<file path="config.mk">
export PLATFORM = sky130hd
export DESIGN_NAME = zt_sram
export DESIGN_NICKNAME = d
export VERILOG_FILES = /design/src/rtl/zt_sram_pkg.sv /design/src/rtl/zt_sram_burst.sv /design/src/rtl/zt_sram_cmd.sv /design/src/rtl/zt_sram_array.sv /design/src/rtl/zt_sram.sv
export SDC_FILE = /design/constraint.sdc
export NUM_CORES = 2
export LEC_CHECK = 0
export ABC_CLOCK_PERIOD_IN_PS = 3700
export BUFFER_PORTS_ARGS = -buffer_cell sky130_fd_sc_hd__buf_2
export CAP_MARGIN = 30
export CORE_MARGIN = 10
export CORE_UTILIZATION = 45
export CTS_BUF_LIST = sky130_fd_sc_hd__clkbuf_16
export CTS_CLUSTER_DIAMETER = 40
export CTS_CLUSTER_SIZE = 20
export DETAILED_ROUTE_END_ITERATION = 12
export PLACE_DENSITY = 0.64
export SYNTH_ARGS = -nofsm -noshare
export SYNTH_HDL_FRONTEND = slang
export SYNTH_HIERARCHICAL = 1
export SYNTH_MEMORY_MAX_BITS = 65536
export SYNTH_SLANG_ARGS = --single-unit
</file>
<file path="constraint.sdc">
create_clock -name clk -period 3.7 [get_ports clk]
set_clock_uncertainty 0.05 [all_clocks]
set_input_delay 0.74 -clock clk [delete_from_list [all_inputs] [get_ports clk]]
set_output_delay 0.74 -clock clk [all_outputs]
set_load 0.005 [all_outputs]
</file>
<file path="src/rtl/zt_sram_pkg.sv">
package zt_sram_pkg;

   typedef enum logic [1:0] {
      OP_IDLE  = 2'd0,
      OP_READ  = 2'd1,
      OP_WRITE = 2'd2
   } op_kind_e;

endpackage

</file>
<file path="src/rtl/zt_sram_burst.sv">
// Low-address generator for one burst beat.
module zt_sram_burst #(
   parameter int BURST_BITS = 2
) (
   input  logic [BURST_BITS-1:0] start,
   input  logic [BURST_BITS-1:0] beat,
   input  logic                  interleave,
   output logic [BURST_BITS-1:0] lo
);
   logic [BURST_BITS-1:0] lin_lo;
   logic [BURST_BITS-1:0] ilv_lo;

   assign lin_lo = start + beat;   // wraps modulo the burst length
   assign ilv_lo = start ^ beat;
   assign lo     = interleave ? ilv_lo : lin_lo;
endmodule

</file>
<file path="src/rtl/zt_sram_cmd.sv">
// Command sampling, select decode, burst counter and the two command stages.
module zt_sram_cmd
   import zt_sram_pkg::*;
#(
   parameter int ADDR_W     = 6,
   parameter int LANES      = 8,
   parameter int BURST_BITS = 2
) (
   input  logic              clk,
   input  logic              rst_n,
   input  logic              en,
   input  logic              sel_a_n,
   input  logic              sel_b,
   input  logic              sel_c_n,
   input  logic              wr_n,
   input  logic              adv_ld,
   input  logic              order_ilv,
   input  logic [ADDR_W-1:0] addr,
   input  logic [LANES-1:0]  lane_wr_n,
   output op_kind_e          s1_kind,
   output logic [ADDR_W-1:0] s1_addr,
   output logic [LANES-1:0]  s1_mask,
   output op_kind_e          s2_kind,
   output logic [ADDR_W-1:0] s2_addr,
   output logic [LANES-1:0]  s2_mask
);
   localparam int HI_W = ADDR_W - BURST_BITS;

   op_kind_e              burst_kind;
   op_kind_e              load_kind;
   logic [ADDR_W-1:0]     base;
   logic [BURST_BITS-1:0] beat;
   logic [BURST_BITS-1:0] beat_nx;
   logic [BURST_BITS-1:0] lo_nx;
   logic                  picked;

   assign picked  = !sel_a_n && sel_b && !sel_c_n;
   assign beat_nx = beat + 1'b1;

   always_comb begin
      load_kind = wr_n ? OP_READ : OP_WRITE;
   end

   zt_sram_burst #(
      .BURST_BITS(BURST_BITS)
   ) u_burst (
      .start     (base[BURST_BITS-1:0]),
      .beat      (beat_nx),
      .interleave(order_ilv),
      .lo        (lo_nx)
   );

   always_ff @(posedge clk) begin
      if (!rst_n) begin
         burst_kind <= OP_IDLE;
         base       <= '0;
         beat       <= '0;
         s1_kind    <= OP_IDLE;
         s1_addr    <= '0;
         s1_mask    <= '1;
         s2_kind    <= OP_IDLE;
         s2_addr    <= '0;
         s2_mask    <= '1;
      end else if (en) begin
         s2_kind <= s1_kind;
         s2_addr <= s1_addr;
         s2_mask <= s1_mask;
         s1_mask <= lane_wr_n;
         if (!adv_ld) begin
            if (picked) begin
               burst_kind <= load_kind;
               s1_kind    <= load_kind;
               base       <= addr;
               beat       <= '0;
               s1_addr    <= addr;
            end else begin
               burst_kind <= OP_IDLE;
               s1_kind    <= OP_IDLE;
            end
         end else if (burst_kind != OP_IDLE) begin
            beat    <= beat_nx;
            s1_kind <= burst_kind;
            s1_addr <= {base[ADDR_W-1 -: HI_W], lo_nx};
         end else begin
            s1_kind <= OP_IDLE;
         end
      end
   end
endmodule

</file>
<file path="src/rtl/zt_sram_array.sv">
// Lane-banked storage, late write, forwarding and the read output register.
module zt_sram_array
   import zt_sram_pkg::*;
#(
   parameter int ADDR_W = 6,
   parameter int LANES  = 8,
   parameter int LANE_W = 9
) (
   input  logic                    clk,
   input  logic                    rst_n,
   input  logic                    en,
   input  op_kind_e                rd_kind,
   input  logic [ADDR_W-1:0]       rd_addr,
   input  op_kind_e                wr_kind,
   input  logic [ADDR_W-1:0]       wr_addr,
   input  logic [LANES-1:0]        wr_mask,
   input  logic [LANES*LANE_W-1:0] wr_data,
   output logic                    rd_valid,
   output logic [LANES*LANE_W-1:0] rd_data
);
   localparam int DATA_W = LANES * LANE_W;
   localparam int DEPTH  = 1 << ADDR_W;

   logic              rd_go;
   logic              wr_go;
   logic              same_word;
   logic [DATA_W-1:0] rd_word;

   assign rd_go     = (rd_kind == OP_READ);
   assign wr_go     = (wr_kind == OP_WRITE);
   assign same_word = wr_go && (wr_addr == rd_addr);

   for (genvar l = 0; l < LANES; l++) begin : g_lane
      logic [LANE_W-1:0] bank [DEPTH];
      logic [LANE_W-1:0] din;

      assign din = wr_data[l*LANE_W +: LANE_W];

      always_ff @(posedge clk) begin
         if (en && wr_go && !wr_mask[l]) begin
            bank[wr_addr] <= din;
         end
      end

      assign rd_word[l*LANE_W +: LANE_W] =
         (same_word && !wr_mask[l]) ? din : bank[rd_addr];
   end

   always_ff @(posedge clk) begin
      if (!rst_n) begin
         rd_valid <= 1'b0;
      end else if (en) begin
         rd_valid <= rd_go;
         if (rd_go) begin
            rd_data <= rd_word;
         end
      end
   end
endmodule

</file>
<file path="src/rtl/zt_sram.sv">
// Pipelined zero-turnaround SRAM model, top level.
module zt_sram
   import zt_sram_pkg::*;
#(
   parameter int ADDR_W     = 6,
   parameter int LANES      = 8,
   parameter int LANE_W     = 9,
   parameter int BURST_BITS = 2
) (
   input  logic                    clk,
   input  logic                    rst_n,
   input  logic                    clk_en_n,
   input  logic                    sel_a_n,
   input  logic                    sel_b,
   input  logic                    sel_c_n,
   input  logic                    wr_n,
   input  logic [LANES-1:0]        lane_wr_n,
   input  logic                    adv_ld,
   input  logic                    order_ilv,
   input  logic                    oe_n,
   input  logic [ADDR_W-1:0]       addr,
   input  logic [LANES*LANE_W-1:0] dq_in,
   output logic [LANES*LANE_W-1:0] dq_out,
   output logic                    dq_oe
);
   localparam int DATA_W = LANES * LANE_W;

   if (BURST_BITS < 1 || BURST_BITS >= ADDR_W) begin : g_bad_burst
      $error("zt_sram: BURST_BITS must be at least 1 and below ADDR_W");
   end
   if (LANES < 1 || LANE_W < 2) begin : g_bad_lane
      $error("zt_sram: need at least one lane of two or more bits");
   end
   if (ADDR_W > 12) begin : g_bad_depth
      $error("zt_sram: ADDR_W too large for a register array");
   end

   op_kind_e          s1_kind;
   op_kind_e          s2_kind;
   logic [ADDR_W-1:0] s1_addr;
   logic [ADDR_W-1:0] s2_addr;
   logic [LANES-1:0]  s1_mask;
   logic [LANES-1:0]  s2_mask;
   logic              rd_valid;
   logic              en;

   assign en = !clk_en_n;

   zt_sram_cmd #(
      .ADDR_W    (ADDR_W),
      .LANES     (LANES),
      .BURST_BITS(BURST_BITS)
   ) u_cmd (
      .clk      (clk),
      .rst_n    (rst_n),
      .en       (en),
      .sel_a_n  (sel_a_n),
      .sel_b    (sel_b),
      .sel_c_n  (sel_c_n),
      .wr_n     (wr_n),
      .adv_ld   (adv_ld),
      .order_ilv(order_ilv),
      .addr     (addr),
      .lane_wr_n(lane_wr_n),
      .s1_kind  (s1_kind),
      .s1_addr  (s1_addr),
      .s1_mask  (s1_mask),
      .s2_kind  (s2_kind),
      .s2_addr  (s2_addr),
      .s2_mask  (s2_mask)
   );

   zt_sram_array #(
      .ADDR_W(ADDR_W),
      .LANES (LANES),
      .LANE_W(LANE_W)
   ) u_array (
      .clk     (clk),
      .rst_n   (rst_n),
      .en      (en),
      .rd_kind (s1_kind),
      .rd_addr (s1_addr),
      .wr_kind (s2_kind),
      .wr_addr (s2_addr),
      .wr_mask (s2_mask),
      .wr_data (dq_in),
      .rd_valid(rd_valid),
      .rd_data (dq_out)
   );

   // Drive only on a completed read; oe_n gates asynchronously.
   assign dq_oe = rd_valid && !oe_n;
endmodule

</file>
==> After elaboration in Yosys (flattened, before gate mapping) <==
Memory sizes are Yosys's and may differ from the RTL's. A register that Yosys moved wholly into a read port is not among the register bits.
Cells that the tools add are included.
W data, S select, Z words.
{ "totals": {"ff_bits": 43, "mem_count": 8, "input_bits": 96, "ram_bits": 4608} }
{ "op_classes": {"reduce_logical": 30, "mux": 27, "n_addsub": 2, "eq_ne": 3, "bitwise": 3} }
{ "mem_list": {"columns": ["memory", "words", "word_bits", "rd", "rd_clocked_by_memory_dff", "write_ports", "line_no", "source"], "rows": [
  ["u_array.g_lane[0].bank", 64, 9, 1, 1, 1, "zt_sram_array.sv:34", "logic [LANE_W-1:0] bank [DEPTH];"],
  ["u_array.g_lane[1].bank", 64, 9, 1, 1, 1, "zt_sram_array.sv:34", null],
  ["u_array.g_lane[2].bank", 64, 9, 1, 1, 1, "zt_sram_array.sv:34", null],
  ["u_array.g_lane[3].bank", 64, 9, 1, 1, 1, "zt_sram_array.sv:34", null],
  ["u_array.g_lane[4].bank", 64, 9, 1, 1, 1, "zt_sram_array.sv:34", null],
  ["u_array.g_lane[5].bank", 64, 9, 1, 1, 1, "zt_sram_array.sv:34", null],
  ["+2 memories", null, null, null, null, null, null, null]
]} }
{ "op_table": {"columns": ["operator", "n"], "rows": [
  ["$mux W6", 3],
  ["$mux W1", 16],
  ["$mux W2", 8],
  ["$logic_and A1 B1 Y1", 12],
  ["$logic_not A1 Y1", 12],
  ["$reduce_and A3 Y1", 3],
  ["$reduce_bool A2 Y1", 2],
  ["$add A2 B1 Y2 const B", 1],
  ["$add A2 B2 Y2", 1],
  ["$eq A2 B1 Y1 const B", 1],
  ["$eq A2 B2 Y1 const B", 1],
  ["$ne A2 B1 Y1 const B", 1],
  ["$not A1 Y1", 2],
  ["$reduce_and A2 Y1", 1],
  ["$xor A2 B2 Y2", 1]
]} }

==> Longest topological paths before layout <==
{ "logic_depth": {"ltp_word": 5, "mapped_depth": 11, "depth_no_buf": 7} }

==> By module <==
Netlist, hierarchy kept.
{ "modules_own_cells": {"columns": ["mod", "instances", "seq_area_each_um2", "cells_per_inst", "area_each_um2"], "rows": [
  ["zt_sram_array", 1, 140554.8, 8541, 179877.5],
  ["zt_sram_cmd", 1, 840.8, 172, 1686.6],
  ["zt_sram_burst", 1, 0.0, 5, 40.0],
  ["zt_sram", 1, 0.0, 2, 17.5]
]} }

==> Least setup slack after synthesis <==
Ideal clock, no wire load.
{ "synth_path": {"path_type": "input to register", "from": "in clk_en_n", "to": "reg u_array.rd_data[0] (read register of u_array.g_lane[0].bank), enable pin", "arrival_ns": 2.700, "stages": 2, "setup_slack_ns": 0.511, "n_path_buf": 0, "required_time_ns": 3.210, "path_cell_list": "inv_1 -> and4b_1"} }
{ "synth_between": {"elab_chain_cells": 2} }
{ "synth_lines": {"columns": ["item", "line_no", "source"], "rows": [
  ["from (decl)", "zt_sram.sv:12", "input logic clk_en_n,"],
  ["$not A1 Y1 (no source line)", null, null],
  ["$reduce_and A3 Y1 (no source line)", null, null],
  ["to (decl)", "zt_sram_array.sv:19", "output logic [LANES*LANE_W-1:0] rd_data"]
]} }
Every way passes these cells.
A chain may end at the register's enable or synchronous reset.

==> impl_table.tex <==
\begin{tabular}{lr}
\hline
Metric & Value \\
\hline
\multicolumn{2}{l}{\textbf{Status}} \\
Outcome & finished clean \\
\multicolumn{2}{l}{\textbf{Route}} \\
Wire length per cell & 33.2 um \\
Via Count & 96400 \\
Routed wire length & 520000 um \\
Final ANT Viol Nets & 0 \\
Number of vias per cell after detailed routing & 6.16 \\
DR DRC count & 0 \\
DR pass1 iterations & 8 \\
Violation count after the first detailed-route iteration & 13300 \\
\multicolumn{2}{l}{\textbf{Clock tree}} \\
Clock slew at reported path FFs & 70 ps \\
Setup Buffers After CTS & 0 \\
H-tree depth & 6 \\
Total clock buffers created by CTS & 544 \\
Largest buffer count on any clock path & 4 \\
Clk sink count & 4723 \\
Clock latency on the worst-skew pair & 1090 ps \\
TritonCTS clock tree & done \\
Root cell of the clock tree & clkbuf\_16 \\
\multicolumn{2}{l}{\textbf{Worst setup path}} \\
Max Fanout on Critical Path & 41 \\
Worst r2r src & u\_cmd/s1\_addr[5] \\
RR Endpoint & u\_array/rd\_data[51] \\
WS Path Type & flip-flop to flip-flop \\
Critical path launch point type & flip-flop \\
FF-to-FF path depth & 7 \\
Data required time at the worst endpoint & 4570 ps \\
Crit. End Element & flip-flop \\
Crit path DAT & 4450 ps \\
Register-to-register setup slack & 130 ps \\
\multicolumn{2}{l}{\textbf{Finish}} \\
Total non-filler cell area in the finished layout & 215000 um2 \\
Layout cells sized above 1 & 29.9\% \\
Commonest cells after routing, fill and taps aside & edfxtp\_1, mux4\_2, buf\_4 \\
Finished Core Util & 53.3\% \\
Non-filler instance count after layout & 15700 \\
Net count, final & 9971 \\
Most common library cell in the layout ignoring fill and taps & edfxtp\_1 \\
Signed area change from the synthesized netlist to the final layout & 18.1\% \\
\multicolumn{2}{l}{\textbf{Die}} \\
Core Region & 402000 um2 \\
Die area & 429000 um2 \\
Effective utilization at floorplan & 45.1\% \\
Die Width & 655 um \\
Vertical extent of the die & 655 um \\
Number of rows in the core area & 233 \\
Number of top-level pins & 169 \\
\multicolumn{2}{l}{\textbf{Synth}} \\
Mean instance size in the synthesized netlist & 20.8 um2 \\
Top\_reg\_cell synth & edfxtp\_1 \\
Proportion of synthesized flip-flops having asynchronous set or reset & 0\% \\
Complex-gate fraction of the synthesized area & 3.93\% \\
Dominant combinational cell family by area after synthesis & multiplexers \\
Proportion of synthesized area in mux cells & 14.1\% \\
Number of enable-type register cells in the synthesized netlist & 4680 \\
Unique cell type count in the Yosys netlist & 64 \\
Sequential share of the synthesized area & 77.9\% \\
Area of the mapped netlist & 182000 um2 \\
Post-Synth Adder-Cell Area & 0.00689\% \\
Synthesized net count & 8817 \\
Count of state elements after synthesis & 4723 \\
Count of synthesis-stage warnings from yosys & 6 \\
Parity-gate share of the synthesized area counting xor and xnor cells & 0.0475\% \\
Area share of and/or/nand/nor cells after synthesis & 2.55\% \\
Syn Inst Count & 8720 \\
\multicolumn{2}{l}{\textbf{Flow run}} \\
Number of maximum-capacitance constraint violations & 0 \\
\multicolumn{2}{l}{\textbf{STA}} \\
Worst hold margin & 26.5 ps \\
Tightest slew margin relative to the limit & 29.8\% \\
Max Slew Vio Count & 0 \\
Final number of hold-violating endpoints & 0 \\
Period Utilization, post-route & 96.6\% \\
Fmax achieved & 280 MHz \\
Pin slew with the least headroom to its limit & 1050 ps \\
Slack of the critical path & 127 ps \\
Unrepaired setup endpoints after global routing & no \\
Final Critical Period & 3570 ps \\
Number of setup violations in the final report & 0 \\
Final total negative setup slack & 0 ps \\
\multicolumn{2}{l}{\textbf{Worst hold path}} \\
Hold depth & 1 \\
Min-Delay Endpoint & u\_array/g\_lane[0].bank[59][5] \\
Path category of the worst min-delay check & primary input to flip-flop \\
Beginning of the worst hold path & dq\_in[5] \\
\multicolumn{2}{l}{\textbf{Global route}} \\
Wire length of the first global-routing pass & 729000 um \\
Antenna violations before repair & 52 \\
Vias in the first global route & 95300 \\
Largest net degree at the start of global routing & 89 \\
Overall overflow remaining after global route & 0 \\
Overall global routing resource usage & 23.7\% \\
\multicolumn{2}{l}{\textbf{Pwr}} \\
Total power & 116 mW \\
PwrDens & 543 nW/um2 \\
Total leakage power & 66.3 nW \\
Max IR drop VDD & 435 uV \\
\multicolumn{2}{l}{\textbf{Place}} \\
Quantity of I/O buffers inserted on ports & 168 \\
Total placed instance area & 195000 um2 \\
Gp weighted congestion & 0.871 \\
Pre-CTS worst setup slack & 265 ps \\
Cell count after placement & 14600 \\
Placed wire-length estimate & 329000 um \\
\hline
\end{tabular}
## synthesized netlist by cell type, drive strengths merged (76+ instances only)
| cell type | instances | area (um2) |
|---|---|---|
| mux4 | 878 | 19800 |
| nand3 | 78 | 390 |
| o21ai | 76 | 392 |
| nor2 | 526 | 1970 |
| o22ai | 240 | 1500 |
| buf | 271 | 1580 |
| edfxtp | 4680 | 141000 |
| a21oi | 140 | 701 |
| mux2i | 557 | 5580 |
| clkbuf | 270 | 1020 |
| nor3 | 94 | 529 |
| nand2 | 164 | 618 |
| nor2b | 88 | 558 |
## how the worst max path moves through the flow
| stage | startpoint | end | slack, ps | cells after the start |
|---|---|---|---|---|
| after detailed placement | u_cmd/s1_addr[2] | u_array/rd_data[65] | 260 | 6 |
| after floorplan | clk_en_n | u_array/rd_data[0] | 510 | 2 |
| final | u_cmd/s1_addr[5] | u_array/rd_data[51] | 130 | 7 |
| after global placement | u_cmd/s1_addr[2] | u_array/rd_data[59] | 270 | 7 |
| after CTS | u_cmd/s1_addr[2] | u_array/rd_data[65] | 260 | 6 |
| after global routing | u_cmd/s1_addr[2] | u_array/rd_data[37] | 120 | 7 |
## worst max-delay path, stage by stage (launching register included)
cell	delay, ps
dfxtp_4	600
buf_4	530
nor2_4	90
nand3_4	110
buf_4	790
o22ai_1	270
nor3_1	630
a32o_1	260
## where the power goes
part	internal, mW	switching [mW]
clock	31.8	23.6
sequential	58.8	0.0245
combinational	0.640	1.61
total	91.2	25.3
## flip-flops by register name (all words and copies together) (netlist names)
name                 cells
u_cmd/s1_kind            2
u_cmd/burst_kind         2
u_cmd/base               6
u_cmd/s2_mask            8
u_cmd/s1_mask            8
u_array/g_lane.bank   4608
u_cmd/s1_addr            6
u_array/rd_valid         1
u_array/rd_data         72
u_cmd/s2_addr            6
u_cmd/beat               2
u_cmd/s2_kind            2
## layout make-up
class                      instances  area [um2]
antenna                           43         108
clock buffer                     554       13900
clock inverter                   452        5160
fill                           30600      188000
inverter                          15        57.6
multi-input combinational       3441       37800
sequential                      4723      141000
tap                             5287        6620
timing repair buffer            1149        9520
## kinds of logic after synthesis
family / count (synthesis)
XOR/XNOR: 9
buffers and inverters: 556
multiplexers: 1463
adder cells (fa/ha/maj): 1
flip-flops: 4723
AO/OA/AOI/OAI: 941
AND/OR/NAND/NOR: 1027
## timing repair
action,CTS,global route
gates resized for setup,0,0
hold buffers,22,4
endpoints found under the hold margin,58,8
## per-layer routing
layer / vias to the layer above / part of all wire, % / GRT usage, %
met1: 50800 / 37 / 31.5
met2: 5600 / 47 / 36.8
met3: 1084 / 11 / 6.52
met5: - / 0.055 / 0
li1: 38900 / - / -
met4: 42 / 5.3 / 10.7
(Power assumes the default switching activity.)
